==> config.mk <==
export PLATFORM = sky130hd
export DESIGN_NAME = seg_insert_cell
export DESIGN_NICKNAME = d
export VERILOG_FILES = /design/src/rtl/seg_insert_cell.sv
export SDC_FILE = /design/constraint.sdc
export NUM_CORES = 1
export LEC_CHECK = 0
export ABC_AREA = 1
export BUFFER_PORTS_ARGS = -buffer_cell sky130_fd_sc_hd__buf_4
export CAP_MARGIN = 0
export CORE_MARGIN = 2
export CORE_UTILIZATION = 54
export DETAILED_ROUTE_END_ITERATION = 8
export PLACE_DENSITY = 0.82
export SYNTH_ARGS = -nofsm -noshare
export SYNTH_HDL_FRONTEND = slang
export SYNTH_SLANG_ARGS = --single-unit
==> constraint.sdc <==
create_clock -name clk -period 1.5 [get_ports clk]
set_input_delay 0.225 -clock clk [delete_from_list [all_inputs] [get_ports clk]]
set_output_delay 0.225 -clock clk [all_outputs]
set_load 0.1 [all_outputs]
==> src/rtl/seg_insert_cell.sv <==
module seg_insert_cell #(
  parameter int INST_W = 8
) (
  input  logic              clk,
  input  logic              rst_n,
  input  logic              sel,
  input  logic              capture_en,
  input  logic              shift_en,
  input  logic              update_en,
  input  logic              si,
  output logic              so,
  output logic              seg_out,
  input  logic              seg_in,
  input  logic [INST_W-1:0] inst_in,
  output logic [INST_W-1:0] inst_out
);

  logic              cell_q;
  logic              state_q;
  logic [INST_W-1:0] sr_q;
  logic [INST_W-1:0] out_q;

  wire do_cap   = sel && capture_en;
  wire do_shift = sel && shift_en && !capture_en;
  wire do_upd   = sel && update_en;

  always_ff @(posedge clk or negedge rst_n)
    if (!rst_n)        cell_q <= 1'b0;
    else if (do_cap)   cell_q <= state_q;
    else if (do_shift) cell_q <= si;

  always_ff @(posedge clk or negedge rst_n)
    if (!rst_n)      state_q <= 1'b0;
    else if (do_upd) state_q <= cell_q;

  always_ff @(posedge clk or negedge rst_n)
    if (!rst_n)                   sr_q <= '0;
    else if (state_q && do_cap)   sr_q <= inst_in;
    else if (state_q && do_shift) sr_q <= {seg_in, sr_q[INST_W-1:1]};

  always_ff @(posedge clk or negedge rst_n)
    if (!rst_n)                 out_q <= '0;
    else if (state_q && do_upd) out_q <= sr_q;

  assign seg_out  = cell_q;
  assign so       = state_q ? sr_q[0] : cell_q;
  assign inst_out = out_q;

  assert_closed_pass_R2: assert property (@(posedge clk) disable iff (!rst_n)
    (do_shift && !update_en && !state_q) |=> (so == $past(si)));

  assert_update_only_R4: assert property (@(posedge clk) disable iff (!rst_n)
    !do_upd |=> (state_q == $past(state_q)));

  assert_capture_state_R5: assert property (@(posedge clk) disable iff (!rst_n)
    do_cap |=> (seg_out == $past(state_q)));

  assert_closed_out_hold_R6: assert property (@(posedge clk) disable iff (!rst_n)
    !state_q |=> $stable(inst_out));

  assert_idle_hold_R7: assert property (@(posedge clk) disable iff (!rst_n)
    !sel |=> ($stable(seg_out) && $stable(inst_out) && $stable(so)));

endmodule

* After elaboration in Yosys (flattened, before gate mapping)
Cells that the tools add are included.
Word-level totals: input port bits 16, output and inout port bits 10, logic and storage cells 19, register bits 18
Operators by class: muxes and demuxes 5, reduce and logical (&&, ||, !) cells 10
Operator list (number):
- $mux 8 | 2
- $logic_and 1x1->1 | 7
- $reduce_bool 2->1 | 2
- $mux 1 | 3
- $logic_not 1->1 | 1

* Logic depth before layout (Yosys ltp)
Gate-level depths: netlist of run 1.
depth in word-level cells 5, mapped depth 7, mapped depth without buffers 6

* Worst setup path after synthesis of run 1
No wires, ideal clock.
path type reg2out, start point reg cell_q, in the netlist seg_out, end point out so, cell stages (with the launch flop) 3, slack -1.921 ns, arrival time 3.196 ns, path buffers 0, data required time 1.275 ns, cells stage by stage dfrtp_1 > inv_1 > o21ai_0
On the way: longest elaborated chain between the ends 1
RTL lines:
- start, declared | RTL line 18 | logic cell_q;
- start signal, assigned | RTL line 29 | else if (do_cap) cell_q <= state_q;
- start signal, assigned | RTL line 30 | else if (do_shift) cell_q <= si;
- $mux 1 | RTL line 46 | assign so = state_q ? sr_q[0] : cell_q;
- end, declared | RTL line 11 | output logic so,
Every way passes these cells.

* Final worst setup path of run 1
Ends and elaborated chain as after synthesis.

==> flow_metrics.tcl, run 1 <==
set metrics [dict create \
    status "finished clean" \
    ioPinCount 26 \
    cts_resized 0 \
    clock_latency_ps 290 \
    final_common_cell "nand2_1" \
    rsz0062_at_grt "false" \
    drc 0 \
    critPathTopFamily "flip-flops" \
    crit_fanout 3 \
    stdcell_area_sq_um 1165 \
    synth_top_cell_by_area "dfrtp_1" \
    die_w_um 45.61 \
    final_nets 154 \
    post_cts_buffers 0 \
    setup_viol 0 \
    setup.worst_path.class "reg2out" \
    ir_drop_v 0.001151 \
    utilization 0.6974 \
    endpoint_kind "output port" \
    first_global_vias 769 \
    ys_seq_elements 18 \
    drtIter0Drc 11 \
    ant_nets 0 \
    synthCells 110 \
    power_density_nw_per_um2 2154 \
    via_count 811 \
    grt_max_degree 19 \
    die_h_um 45.61 \
    core_area_sq_um 1670 \
    crit_buf_inv 2 \
    stdcell_count 154 \
    final_cell_mix "52 x nand2_1, 26 x buf_4, 17 x dfrtp_1" \
    fin_crit_ps 1437 \
    post-synth-top-area-fraction 0.4819 \
    via_per_inst 5.266 \
    worstPathCellList "inv_2, o21ai_4, buf_4" \
    timing.setup.tns_ps 0 \
    slew_violations 0 \
    startpoint_type "register" \
    design.die.area_sq_um 2080 \
    htree_levels 1 \
    wl_um 1910 \
    place_congestion 0.7843 \
    start_util 0.5596 \
    fillers 140 \
    area_growth_pct 24.63 \
    wl_per_cell_um 12.40 \
    syn-num-nets 126 \
    cap_violations 0 \
    yosysWarnings 0 \
    final_layout_size_suffix_gt1_frac 0.3504 \
    dpl.hpwl_um 1410 \
    ys_seq_area_frac 0.4819 \
    clock_path_buffers 2 \
    antenna_found_initial 0 \
    synth_top_cells_by_area "dfrtp_1 48%, nand2_1 21%, o21ai_2 7.5%" \
    ys_types 15 \
    cp_slowest_cell "dfrtp_4" \
    slew-limit-headroom 0.8141 \
    hold_viol_final 0 \
    numPortBuffers 25 \
    cts_buffers 3 \
    syn_area_sq_um 934.6 \
    cp.required_ps 1270 \
    syn_avg_cell_area_sq_um 8.497 \
    max_stage_delay_ps 430 \
    clock.fmax_mhz 695.8 \
    worst_pin_slew_ps 281.1 \
    worst_ep_arrival_time_ps 1210 \
    p_leak_nw 0.6252 \
    placed_area_sq_um 1119 \
    total_power_mw 2.509 \
    hp-class "in2reg" \
    cts.sinks 18 \
    hold_buffers 1 \
    grt_pass1_wl_um 3105 \
    fin_skew_ps 5.400 \
    grt-ovfl-total 0 \
    grtUsageTotal 0.2117 \
    cts_root_buf "clkbuf_4" \
    cts_tree "built" \
    fin_crit_sh 0.9581 \
    clkTransAtPathRegs_ps 110 \
    diodes 0 \
    firstDrtPassIters 4 \
    num_rows 15 \
    placed_cells 149 \
]
-- registers in the layout, indices dropped and copies added (netlist names) --
name      count
inst_out      8
seg_out       1
sr_q          8
state_q       1
-- layout make-up --
| cell class | count | area, sq um | share of cell area |
|---|---|---|---|
| clock buffers | 4 | 36.28 | 0.03115 |
| inverters | 10 | 42.54 | 0.03652 |
| multi-input cells | 78 | 405.4 | 0.3480 |
| flip-flops and latches | 18 | 454.2 | 0.3899 |
| well taps | 17 | 21.27 | 0.01826 |
| repair buffers | 27 | 205.2 | 0.1762 |
-- synthesized netlist by cell type --
master	number
inv_1	9
nand4_1	8
nand2_2	3
nand2_4	1
nand3_4	1
dfrtp_1	18
clkinv_4	1
buf_6	3
o21ai_0	2
nand2_1	52
a31oi_1	1
clkbuf_8	1
a21oi_1	1
nand3_2	1
o21ai_2	8
-- layer usage --
layer,vias to the layer above,wire length (um),global-route usage
met2,27,966,0.3662
met5,-,0,0
met1,375,838,0.2418
met4,0,20,0.1000
met3,4,85,0.05159
li1,405,-,-
-- where the power goes --
| group | leakage [nW] | internal (mW) | total (mW) | switching, mW |
|---|---|---|---|---|
| Clock | 0.0210 | 0.148 | 0.301 | 0.153 |
| Sequential | 0.232 | 0.670 | 0.794 | 0.125 |
| Combinational | 0.372 | 0.330 | 1.41 | 1.08 |
-- kinds of logic after synthesis --
| family | count (synthesis) | synth area share |
|---|---|---|
| flops | 18 | 0.4819 |
| simple gates | 66 | 0.3240 |
| compound gates | 12 | 0.09773 |
| buf+inv | 14 | 0.09638 |
-- worst paths after layout --
kind	cells after the start	end	slack [ps]	startpoint
worst min register to register	2	inst_out[1]	500	inst_out[1]
worst max-delay path	3	so	60	seg_out
min in group asynchronous	2	seg_out	330	rst_n
worst max register to register	6	sr_q[7]	260	state_q
max in group asynchronous	2	seg_out	960	rst_n
worst min-delay path	2	state_q	150	update_en
-- per-stage QoR --
stage	hold WS [ps]	setup WS (ps)
finish	152.6	62.83
global route	139.3	0.4393
CTS	146.2	45.58
detailed placement	106.4	280.1
global placement	104.2	325.4
floorplan	-70.59	3.002
Power figures use the tool's default switching activity.
==> inputs of run 2 (changes only) <==
--- a/config.mk
+++ b/config.mk
@@ -10,8 +10,10 @@
 export CAP_MARGIN = 0
 export CORE_MARGIN = 2
 export CORE_UTILIZATION = 54
+export CTS_CLUSTER_SIZE = 16
 export DETAILED_ROUTE_END_ITERATION = 8
 export PLACE_DENSITY = 0.82
+export REMOVE_ABC_BUFFERS = 1
 export SYNTH_ARGS = -nofsm -noshare
 export SYNTH_HDL_FRONTEND = slang
 export SYNTH_SLANG_ARGS = --single-unit
==> constraint.sdc (replaced) <==
create_clock -name clk -period 1.5 [get_ports clk]
set_input_delay 0.3 -clock clk [delete_from_list [all_inputs] [get_ports clk]]
set_output_delay 0.3 -clock clk [all_outputs]
set_load 0.1 [all_outputs]
==> run 2 against run 1 <==
  * Sequential share of layout area shrank 0.28 points
  * Clock power is essentially flat
  * Largest power group unchanged
  * Register-to-register slack better by 70 ps
  * Largest cell class unchanged
  * Utilization is 0.075 points lower
  * Setup slack better by 2.9 ps
  * Die area did not move
  * Power down 0.32%
  * Sequential power is 0.6% lower
==> flow_metrics.tcl, run 2 (same netlist as run 1, synthesis figures left out) <==
set metrics [dict create \
    start_util 0.5596 \
    hold_viol_final 0 \
    fin_crit_sh 0.9562 \
    regArea_sq_um 450.4 \
    area_growth_pct 24.50 \
    grtUsageTotal 0.2040 \
    ant_nets 0 \
    cts_tree "built" \
    htree_levels 1 \
    pre_cts_ws_ps 346.7 \
    startpoint_type "register" \
    core_area_sq_um 1670 \
    wl_um 1853 \
    cts_buffers 3 \
    place_congestion 0.7527 \
    num_rows 15 \
    final_common_cell "nand2_1" \
    power_density_nw_per_um2 2150 \
    crit_fanout 3 \
    drc 0 \
    first_global_vias 701 \
    dpl.hpwl_um 1344 \
    slew-limit-headroom 0.8156 \
    final_nets 155 \
    fin_skew_ps 1.298 \
    ioPinCount 26 \
    placed_cells 149 \
    design.die.area_sq_um 2080 \
    endpoint_kind "output port" \
    clkTransAtPathRegs_ps 100 \
    cap_violations 0 \
    status "finished clean" \
    fillers 137 \
    wl_per_cell_um 11.95 \
    worst_slack_ps 65.75 \
    numPortBuffers 25 \
    die_h_um 45.61 \
    hp-class "in2reg" \
    grt_max_degree 19 \
    setup.worst_path.class "reg2out" \
    clock.fmax_mhz 697.2 \
    rsz0062_at_grt "false" \
    placed_area_sq_um 1104 \
    slew_violations 0 \
    setup_viol 0 \
    worst_pin_slew_ps 278.9 \
    die_w_um 45.61 \
    stdcell_area_sq_um 1164 \
    critPathTopFamily "flip-flops" \
    clock_path_buffers 2 \
    diodes 0 \
    ir_drop_v 0.001183 \
    cp.required_ps 1200 \
    grt_pass1_wl_um 2946 \
    fin_crit_ps 1434 \
    multi_input_area_sq_um 394.1 \
    firstDrtPassIters 4 \
    max_stage_delay_ps 360 \
    cts_root_buf "clkbuf_4" \
    drtIter0Drc 17 \
    worstPathCellList "inv_1, o21ai_1, clkbuf_8" \
    stdcell_count 155 \
    antenna_found_initial 0 \
    via_per_inst 5.348 \
    p_leak_nw 0.6312 \
    cp_slowest_cell "dfrtp_1" \
    crit_buf_inv 2 \
    cts.sinks 18 \
    clock_latency_ps 300 \
    final_cell_mix "52 x nand2_1, 26 x buf_4, 18 x dfrtp_1, 9 x inv_1" \
    grt-ovfl-total 0 \
    via_count 829 \
    final_layout_size_suffix_gt1_frac 0.3333 \
    worst_ep_arrival_time_ps 1130 \
    timing.setup.tns_ps 0 \
    total_power_mw 2.501 \
]
==> run 2: cell count changes in the layout (fill, tap and decap cells not counted), sizes merged <==
cell / before / now
clkbuf: 4 / 5
==> run 2: path summary, 6_finish.rpt <==
| path | startpoint | endpoint | cells past startpoint | slack [ps] |
|---|---|---|---|---|
| setup / recovery | seg_out | so | 3 | 70 |
| hold / removal | update_en | state_q | 2 | 220 |
| setup reg to reg | state_q | sr_q[1] | 6 | 330 |
| hold reg to reg | inst_out[7] | inst_out[7] | 2 | 490 |
| max in group asynchronous | rst_n | sr_q[2] | 2 | 920 |
| min in group asynchronous | rst_n | inst_out[0] | 2 | 400 |
==> run 2: through the flow <==
step,hold slack [ps],utilization
finish,223.7,0.6966
detailed placement,181.2,0.6607
floorplan,4.409,-
global route,210.7,0.6966
global placement,179.2,0.6607
CTS,223.1,0.6884
==> run 2: cell type report <==
class | instances | share of cell area
Timing Repair Buffer | 28 | 0.1882
Multi-Input combinational cell | 78 | 0.3387
Clock buffer | 4 | 0.03118
Tap cell | 17 | 0.01828
Sequential cell | 18 | 0.3871
Inverter | 10 | 0.03656
==> run 2: where the power goes <==
| part | switching, mW | total (mW) | internal, mW |
|---|---|---|---|
| combinational | 1.08 | 1.41 | 0.337 |
| clock | 0.151 | 0.300 | 0.148 |
| sequential | 0.121 | 0.789 | 0.667 |
==> run 2: layer usage <==
layer | global-route usage | wire (um)
met4 | 0.1235 | 51
met2 | 0.3183 | 957
met5 | 0 | 0
met3 | 0.03571 | 83
met1 | 0.2614 | 761
==> run 2: timing repair <==
action | in CTS | in global routing
hold buffers | 1 | 0
endpoints found under the hold margin | 18 | 0
setup buffers | 0 | 1
endpoints found under the setup margin | 0 | 1
gates resized for setup | 0 | 3
==> inputs of run 3 (changes only) <==
--- a/config.mk
+++ b/config.mk
@@ -8,11 +8,13 @@
 export ABC_AREA = 1
 export BUFFER_PORTS_ARGS = -buffer_cell sky130_fd_sc_hd__buf_4
 export CAP_MARGIN = 0
+export CELL_PAD_IN_SITES_DETAIL_PLACEMENT = 1
+export CELL_PAD_IN_SITES_GLOBAL_PLACEMENT = 1
 export CORE_MARGIN = 2
-export CORE_UTILIZATION = 54
+export CORE_UTILIZATION = 39
 export CTS_CLUSTER_SIZE = 16
 export DETAILED_ROUTE_END_ITERATION = 8
-export PLACE_DENSITY = 0.82
+export PLACE_DENSITY_LB_ADDON = 0.1
 export REMOVE_ABC_BUFFERS = 1
 export SYNTH_ARGS = -nofsm -noshare
 export SYNTH_HDL_FRONTEND = slang
==> run 3 against run 2 <==
  * Critical path depth did not move
  * Clock power about the same
  * Register-to-register slack barely moved
  * Wire length is 10% higher
  * Critical path type unchanged
  * Critical endpoint unchanged
==> flow_metrics.tcl, run 3 (same netlist as run 1, synthesis figures left out) <==
set metrics [dict create \
    status "finished clean" \
    antenna_found_initial 0 \
    area_growth_pct 25.70 \
    grt_util_met2 0.2792 \
    wl_per_cell_um 12.28 \
    fin_crit_ps 1429 \
    endpoint "so" \
    rr_startpoint "state_q" \
    met3_usage 0.02542 \
    cts_tree "built" \
    cts_buffers 3 \
    via_count 795 \
    ioPinCount 26 \
    htree_levels 1 \
    crit_fanout 3 \
    cp.required_ps 1200 \
    fin_crit_sh 0.9526 \
    ant_nets 0 \
    hold_viol_final 0 \
    grt_pass1_wl_um 3636 \
    cp_slowest_cell "dfrtp_1" \
    post_cts_buffers 0 \
    die_h_um 52.96 \
    drc 0 \
    setup_viol 0 \
    wl_um 2038 \
    rsz0062_at_grt "false" \
    slew_violations 0 \
    via_per_inst 4.789 \
    ir_drop_v 0.001150 \
    start_util 0.4185 \
    rr_endpoint "sr_q[1]" \
    first_global_vias 807 \
    use_met1 0.2447 \
    cap_violations 0 \
    grt-ovfl-total 0 \
    max_stage_delay_ps 370 \
    dpl.hpwl_um 1521 \
    final_common_cell "nand2_1" \
    fin_hold_ws_ps 219.5 \
    hp-class "in2reg" \
    clock.fmax_mhz 699.8 \
    clock_path_buffers 2 \
    firstDrtPassIters 3 \
    drtIter0Drc 4 \
    final_cell_mix "52 x nand2_1, 26 x buf_4, 18 x dfrtp_1, 9 x inv_1" \
    clock_latency_ps 290 \
    grtUsageTotal 0.1804 \
    design.die.area_sq_um 2804 \
    regToRegSetupSlack_ps 320 \
    diodes 0 \
    p_leak_nw 0.6300 \
    num_rows 17 \
    final_layout_size_suffix_gt1_frac 0.3333 \
    busiest_layer "met2" \
    final_nets 155 \
    worst_pin_slew_ps 286.5 \
    startpoint "seg_out" \
    fin_skew_ps 4.965 \
    numPortBuffers 25 \
    place_congestion 0.7843 \
    core_area_sq_um 2233 \
    total_power_mw 2.508 \
    slew-limit-headroom 0.8105 \
    cts.sinks 18 \
    setup.worst_path.class "reg2out" \
    cts_root_buf "clkbuf_4" \
    worst_ep_arrival_time_ps 1130 \
    clkTransAtPathRegs_ps 110 \
    worstPathCellList "inv_1, o21ai_1, buf_6" \
    grt_max_degree 19 \
    worstRegToRegCells 6 \
    die_w_um 52.96 \
    endpoint_kind "output port" \
    power_density_nw_per_um2 2135 \
    startpoint_type "register" \
]
run 3: cell types whose count changed in the layout (fill, tap and decap cells not counted):
cell	before	now
buf_6	0	1
clkbuf_8	2	1
run 3: power by group:
part | switching [mW] | internal [mW] | leakage [nW]
sequential | 0.123 | 0.667 | 0.233
combinational | 1.08 | 0.334 | 0.376
clock | 0.155 | 0.148 | 0.0210
total | 1.36 | 1.15 | 0.630
run 3: worst min-delay path by stage:
stage,from,endpoint,slack (ps),cells past startpoint
2_1_floorplan,rst_n,inst_out[0],4,0
3_3_place_gp,rst_n,inst_out[0],180,1
3_5_place_dp,rst_n,inst_out[0],190,1
4_1_cts,update_en,state_q,210,2
5_1_grt,update_en,state_q,230,2
6_report,update_en,state_q,220,2
run 3: metrics by stage:
step | instances | utilization | setup WS, ps | setup TNS, ps | cell area [sq um]
floorplan | 106 | - | -1996 | -1996 | 887.1
global placement | 161 | 0.5036 | 346.4 | 0 | 1125
detailed placement | 161 | 0.5036 | 331.4 | 0 | 1125
CTS | 166 | 0.5261 | 52.56 | 0 | 1175
global route | 166 | 0.5261 | 3.324 | 0 | 1175
finish | 166 | 0.5261 | 71.05 | 0 | 1175
run 3: timing repair:
item                                    in CTS  in global routing
hold endpoints to repair                    18                  0
gates resized for setup                      2                  0
hold buffers                                 1                  0
endpoints found under the setup margin       1                  0
run 3: area by class of cell:
class / instances / area [sq um]
clock buffer: 4 / 36.28
fill: 285 / 1059
inverter: 10 / 42.54
multi-input combinational: 78 / 394.1
sequential: 18 / 450.4
tap: 28 / 35.03
timing repair buffer: 28 / 216.5
run 3: critical path, delay by kind of cell, from the launching register on:
kind	cells	cell delay [ps]
compound gates	1	150
buf+inv	2	310
flops	1	370
run 3: routing by layer:
layer,vias up,wire length (um)
met4,0,31
met5,-,0
li1,405,-
met1,368,962
met3,4,76
met2,18,966
